$ cat src/rtl/perfcnt_pkg.sv
package perfcnt_pkg;

  localparam int NUM_CNT = 2;
  localparam int SEL_W   = 6;
  localparam int EVT_W   = 1 << SEL_W;

  // control field positions decoded by hardware
  localparam int SEL_LSB   = 0;
  localparam int SLOW_BIT  = 8;
  localparam int CLR_BIT   = 13;
  localparam int START_BIT = 14;
  localparam int EN_BIT    = 15;

  localparam logic [SEL_W-1:0] TIME_CODE = 6'h23;

  // register map, byte offsets
  localparam int CTL_BASE  = 'h00;
  localparam int CTL_STEP  = 'h04;
  localparam int CNT_BASE  = 'h10;
  localparam int CNT_STEP  = 'h08;
  localparam int LO_OFFSET = 'h04;

  typedef struct packed {
    logic             clr;
    logic             run;
    logic             slow;
    logic [SEL_W-1:0] sel;
  } cntCtl_t;

  function automatic logic codeValid(input logic [SEL_W-1:0] code);
    logic inRange, inHole;
    inRange = (code >= 6'h01) && (code <= 6'h29);
    inHole  = (code == 6'h0c) || (code == 6'h26) ||
              ((code >= 6'h1b) && (code <= 6'h20));
    return inRange && !inHole;
  endfunction

endpackage

$ cat src/rtl/perfcnt_core.sv
module perfcnt_core
  import perfcnt_pkg::*;
#(
  parameter int CNT_W = 48,
  parameter int DIV_W = 3
) (
  input  logic                             clk,
  input  logic                             rstN,
  input  cntCtl_t [NUM_CNT-1:0]            ctl,
  input  logic [EVT_W-1:0]                 evtPulse,
  output logic [NUM_CNT-1:0][CNT_W-1:0]    count
);

  for (genvar g = 0; g < NUM_CNT; g++) begin : gCnt
    logic [CNT_W-1:0] cntQ;
    logic [DIV_W-1:0] divQ;
    logic isTime, timeTick, hit;

    assign isTime   = ctl[g].sel == TIME_CODE;
    assign timeTick = ctl[g].slow ? (&divQ) : 1'b1;
    assign hit      = ctl[g].run && codeValid(ctl[g].sel) &&
                      (isTime ? timeTick : evtPulse[ctl[g].sel]);

    always_ff @(posedge clk) begin
      if (!rstN) begin
        cntQ <= '0;
        divQ <= '0;
      end else if (ctl[g].clr) begin
        cntQ <= '0;
        divQ <= '0;
      end else begin
        if (ctl[g].run && isTime) divQ <= divQ + 1'b1;
        if (hit)                  cntQ <= cntQ + 1'b1;
      end
    end

    assign count[g] = cntQ;
  end

endmodule

$ cat src/rtl/perfcnt_regs.sv
module perfcnt_regs
  import perfcnt_pkg::*;
#(
  parameter int CNT_W  = 48,
  parameter int LO_W   = 32,
  parameter int ADDR_W = 8,
  parameter int DATA_W = 32
) (
  input  logic                          clk,
  input  logic                          rstN,
  input  logic                          wrEn,
  input  logic                          rdEn,
  input  logic [ADDR_W-1:0]             addr,
  input  logic [DATA_W-1:0]             wrData,
  input  logic [NUM_CNT-1:0][CNT_W-1:0] count,
  output cntCtl_t [NUM_CNT-1:0]         ctl,
  output logic [DATA_W-1:0]             rdData
);

  localparam int HI_W = CNT_W - LO_W;

  logic [SEL_W-1:0] selQ   [NUM_CNT];
  logic             slowQ  [NUM_CNT];
  logic             startQ [NUM_CNT];
  logic             enQ    [NUM_CNT];
  logic [HI_W-1:0]  shadowQ[NUM_CNT];
  logic [DATA_W-1:0] rdNext;
  logic              unusedWr;

  assign unusedWr = ^wrData;

  function automatic logic [ADDR_W-1:0] ctlAdr(input int i);
    return ADDR_W'(CTL_BASE + i * CTL_STEP);
  endfunction
  function automatic logic [ADDR_W-1:0] hiAdr(input int i);
    return ADDR_W'(CNT_BASE + i * CNT_STEP);
  endfunction
  function automatic logic [ADDR_W-1:0] loAdr(input int i);
    return ADDR_W'(CNT_BASE + i * CNT_STEP + LO_OFFSET);
  endfunction

  always_ff @(posedge clk) begin
    for (int i = 0; i < NUM_CNT; i++) begin
      if (!rstN) begin
        selQ[i]    <= '0;
        slowQ[i]   <= 1'b0;
        startQ[i]  <= 1'b0;
        enQ[i]     <= 1'b0;
        shadowQ[i] <= '0;
      end else begin
        if (wrEn && addr == ctlAdr(i)) begin
          selQ[i]   <= wrData[SEL_LSB +: SEL_W];
          slowQ[i]  <= wrData[SLOW_BIT];
          startQ[i] <= wrData[START_BIT];
          enQ[i]    <= wrData[EN_BIT];
        end
        if (rdEn && addr == loAdr(i))
          shadowQ[i] <= count[i][CNT_W-1:LO_W];
      end
    end
  end

  always_comb begin
    for (int i = 0; i < NUM_CNT; i++) begin
      ctl[i].clr  = wrEn && (addr == ctlAdr(i)) && wrData[CLR_BIT];
      ctl[i].run  = startQ[i] && enQ[i];
      ctl[i].slow = slowQ[i];
      ctl[i].sel  = selQ[i];
    end
  end

  always_comb begin
    rdNext = '0;
    for (int i = 0; i < NUM_CNT; i++) begin
      if (addr == ctlAdr(i)) begin
        rdNext[SEL_LSB +: SEL_W] = selQ[i];
        rdNext[SLOW_BIT]         = slowQ[i];
        rdNext[START_BIT]        = startQ[i];
        rdNext[EN_BIT]           = enQ[i];
      end
      if (addr == hiAdr(i)) rdNext = DATA_W'(shadowQ[i]);
      if (addr == loAdr(i)) rdNext = DATA_W'(count[i][LO_W-1:0]);
    end
  end

  always_ff @(posedge clk) begin
    if (!rstN)     rdData <= '0;
    else if (rdEn) rdData <= rdNext;
  end

endmodule

$ cat src/rtl/evtcnt_unit.sv
module evtcnt_unit
  import perfcnt_pkg::*;
#(
  parameter int CNT_W  = 48,
  parameter int LO_W   = 32,
  parameter int ADDR_W = 8,
  parameter int DATA_W = 32,
  parameter int DIV_W  = 3
) (
  input  logic              clk,
  input  logic              rstN,
  input  logic [63:0]       evtPulse,
  input  logic              wrEn,
  input  logic              rdEn,
  input  logic [ADDR_W-1:0] addr,
  input  logic [DATA_W-1:0] wrData,
  output logic [DATA_W-1:0] rdData
);

  cntCtl_t [NUM_CNT-1:0]          ctl;
  logic [NUM_CNT-1:0][CNT_W-1:0]  count;

  perfcnt_regs #(
    .CNT_W(CNT_W), .LO_W(LO_W), .ADDR_W(ADDR_W), .DATA_W(DATA_W)
  ) uRegs (
    .clk(clk), .rstN(rstN), .wrEn(wrEn), .rdEn(rdEn), .addr(addr),
    .wrData(wrData), .count(count), .ctl(ctl), .rdData(rdData)
  );

  perfcnt_core #(
    .CNT_W(CNT_W), .DIV_W(DIV_W)
  ) uCore (
    .clk(clk), .rstN(rstN), .ctl(ctl), .evtPulse(evtPulse), .count(count)
  );

endmodule

$ cat config.mk
export PLATFORM = sky130hd
export DESIGN_NAME = evtcnt_unit
export DESIGN_NICKNAME = d
export VERILOG_FILES = /design/src/rtl/perfcnt_pkg.sv /design/src/rtl/perfcnt_core.sv /design/src/rtl/perfcnt_regs.sv /design/src/rtl/evtcnt_unit.sv
export SDC_FILE = /design/constraint.sdc
export NUM_CORES = 1
export LEC_CHECK = 0
export BUFFER_PORTS_ARGS = -buffer_cell sky130_fd_sc_hd__buf_2
export CORE_MARGIN = 4
export CORE_UTILIZATION = 63
export CTS_CLUSTER_SIZE = 8
export DETAILED_ROUTE_END_ITERATION = 8
export GPL_ROUTABILITY_DRIVEN = 1
export PLACE_DENSITY = 0.86
export SETUP_SLACK_MARGIN = 0.3
export SLEW_MARGIN = 20
export SYNTH_ARGS = -nofsm -noshare
export SYNTH_HDL_FRONTEND = slang
export SYNTH_HIERARCHICAL = 1
export SYNTH_SLANG_ARGS = --single-unit
$ cat constraint.sdc
create_clock -name clk -period 8.7 [get_ports clk]
set_clock_uncertainty 0.2 [all_clocks]
set_input_delay 0.87 -clock clk [delete_from_list [all_inputs] [get_ports clk]]
set_output_delay 0.87 -clock clk [all_outputs]
set_load 0.005 [all_outputs]
==> qor.csv <==
metric;value;unit
Clk network pwr share;41.4;%
DRC Markers;0;
chip height;135;um
CTS resizes;0;
vias per cell;6.64;
Area after DPL;0.0108;mm2
Max clock buf depth;2;
count of cell types in the netlist;79;
Non-Filler Instances;1407;
ranking of synthesized cells by area;dfxtp_1 27%, edfxtp_1 14%, a21oi_1 5.4%;
IO buf count;117;
IR Drop Worst-Case VDD;0.142;mV
switching share of power;23.7;%
Setup WS pre-CTS;4.53;ns
Hold Worst Slack;0.251;ns
Core ar.;0.0159;mm2
min cycle time layout;4.26;ns
sw power;421;uW
Area growth, synth to finish;11.1;%
synthesized instance count;1109;
Critical Path RT;8.86;ns
clk sinks;184;
status;completed;
max-cap violations;0;
Site Rows;46;
worst-path maximum fanout;25;
final setup margin;4.44;ns
initial antenna violation count;0;
Final HPWL DP;19000;um
Max Slew Vio Count;0;
CTS Root Cell;clkbuf_16;
share of cells above drive strength 1;17.5;%
most used cell, CP;or4_1;
CTS clock-pin slew for the worst setup and hold paths;0.07;ns
post-route cell area;0.0114;mm2
Synth Flop Type;dfxtp_1;
Vias;9346;
Async S/R FF share, synth;0;%
global-route wire length before repair;43300;um
Max transition margin;30.7;%
final hold viol count;0;
Die Width;135;um
Tot GR Track Use;29.4;%
synthesized flop and latch total;184;
register area share after synthesis;40.6;%
synthesized net count;1223;
CP delay by family, top;simple AND/OR/NAND/NOR gates;
TritonCTS Buffers;17;
Cell Area, Synth;0.0102;mm2
critical-path cell list;mux4_2 > mux2i_1 > a2111oi_0 > or4_1 > nand4_1 > or4_1 > a21oi_1;
Critical Path End Type;flip-flop;
register share of total power;50.9;%
fin crit share;48.9;%
post-synth top area share;26.8;%
final wirelength;27300;um
Critical Path AT;4.42;ns
Max stage delay on crit path;0.95;ns
CTS Hold Buffers Added;0;
Power Dens Cells;156;mW/mm2
drt wl/cell;19.4;um
kind of critical path;flip-flop to flip-flop;
Slowest-stage cell, CP;edfxtp_1;
FF-to-FF setup slack;4.44;ns
fin nets;1292;
Worst Hold Class;flip-flop to flip-flop;
Post-synth EDFFs;47;
TritonCTS clock tree;done;
Avg Cell Area, Syn;9.23;um2
Starting Density;64.4;%
largest net degree at the start of global routing;51;
Setup-failing EPs final;0;
vias in the first global route;8606;
Core Util, Final;71.6;%
die area;0.0184;mm2
worst path bufs/invs;0;
H-tree lvl count;4;
num ports;140;
antenna-violating nets left;0;
Setup TNS Final;0;ns
Leak;4.11;nW
Max Clock Freq;235;MHz
RSZ-0062 raised after global routing;false;
Slew @ Worst Pin;1.04;ns
Comb pwr share;7.7;%
Post-Place Cells;1375;
antenna cells;0;
YS warnings;6;
DRT iter0 DRCs;1095;
crit start category;flip-flop;
Synth area leader;dfxtp_1;
global route overflow;0;
post-CTS setup buffers;0;
Int Pwr;1.35;mW
total power;1.77;mW
DR pass1 iterations;7;
RD Place Congestion;0.923;
worst skew pair latency;0.43;ns
[synthesized netlist by cell type, drive strengths merged, types with 4 or more instances]
master	instances
nor2b	7
o21a	19
o221ai	9
clkbuf	50
o32ai	9
and3	29
o211ai	6
ha	6
a221o	15
a32o	9
nand3	45
nand2b	5
or3	45
nor2	54
nor3	10
and2	53
o2bb2ai	10
nor4	7
nand4	20
mux4	19
or4	41
mux2i	36
dfxtp	137
and4	11
xor2	5
edfxtp	47
mux2	12
a21oi	111
o21ai	65
nand2	72
o31ai	34
inv	32
buf	26
or2	8
a22oi	4
[path summary, 6_finish.rpt]
check             cells past startpoint                           start                             endpoint
hold reg to reg                       2   uRegs/rdData[12]$_SDFFE_PN0P_        uRegs/rdData[12]$_SDFFE_PN0P_
hold / removal                        2   uRegs/rdData[12]$_SDFFE_PN0P_        uRegs/rdData[12]$_SDFFE_PN0P_
setup / recovery                      7  uRegs/selQ[0][1]$_SDFFCE_PN0P_  uCore/gCnt[0].cntQ[44]$_SDFFE_PP0P_
setup reg to reg                      7  uRegs/selQ[0][1]$_SDFFCE_PN0P_  uCore/gCnt[0].cntQ[44]$_SDFFE_PP0P_
[state kept, by name, indices dropped and copies added, names as in the netlist]
name	flops
uCore/gCnt.cntQ	96
uRegs/slowQ	2
uRegs/rdData	32
uRegs/startQ	2
uRegs/enQ	2
uRegs/selQ	12
uRegs/shadowQ	32
uCore/gCnt.divQ	6
[placed cells by master (no fill, tap or decap), types with 29 or more instances in the layout]
master	Yosys	final
nor2_1	53	53
edfxtp_1	47	47
and3_1	29	29
dfxtp_1	137	137
nand2_1	72	72
or4_1	40	40
a21oi_1	111	111
buf_2	12	117
o31ai_1	34	33
mux2i_1	36	36
or3_1	45	45
nand3_1	45	45
o21ai_1	43	44
inv_1	32	32
and2_1	53	53
[routing by layer]
layer	track usage [%]	vias to the layer above	part of all wire, %
met5	0	-	0
li1	-	4371	-
met3	6.20	81	8.9
met2	47.5	486	47
met4	12.2	0	3.5
met1	38.5	4408	41
[area by class of cell]
type / instances / area [um2]
clock buffer: 23 / 499
timing repair buffer: 126 / 653
fill: 1195 / 4520
clock inverter: 9 / 61.3
inverter: 33 / 124
multi-input combinational: 816 / 5610
tap: 216 / 270
sequential: 184 / 4150
[logic make-up after synthesis]
kind of cell             count (synthesis)  synth area share (%)
XOR/XNOR                                 7                 0.599
buffers and inverters                  109                  4.74
adder cells (fa/ha/maj)                  6                 0.733
flip-flops                             184                  40.6
multiplexers                            67                  9.02
AO/OA/AOI/OAI                          316                  20.8
AND/OR/NAND/NOR                        420                  23.5
[power by group through the flow]
stage | clock (mW) | sequential [mW] | combinational [mW]
2_1_floorplan | 0 | 0.911 | 0.0936
3_3_place_gp | 0 | 0.920 | 0.128
3_5_place_dp | 0 | 0.921 | 0.131
4_1_cts | 0.744 | 0.902 | 0.133
5_1_grt | 0.779 | 0.904 | 0.145
6_report | 0.734 | 0.903 | 0.136
[worst min-delay path, stage by stage (launching register included)]
cell	delay (ns)
dfxtp_1	0.32
nand2_1	0.04
o21ai_0	0.05
Note: power is estimated with default switching activity, not from simulation.
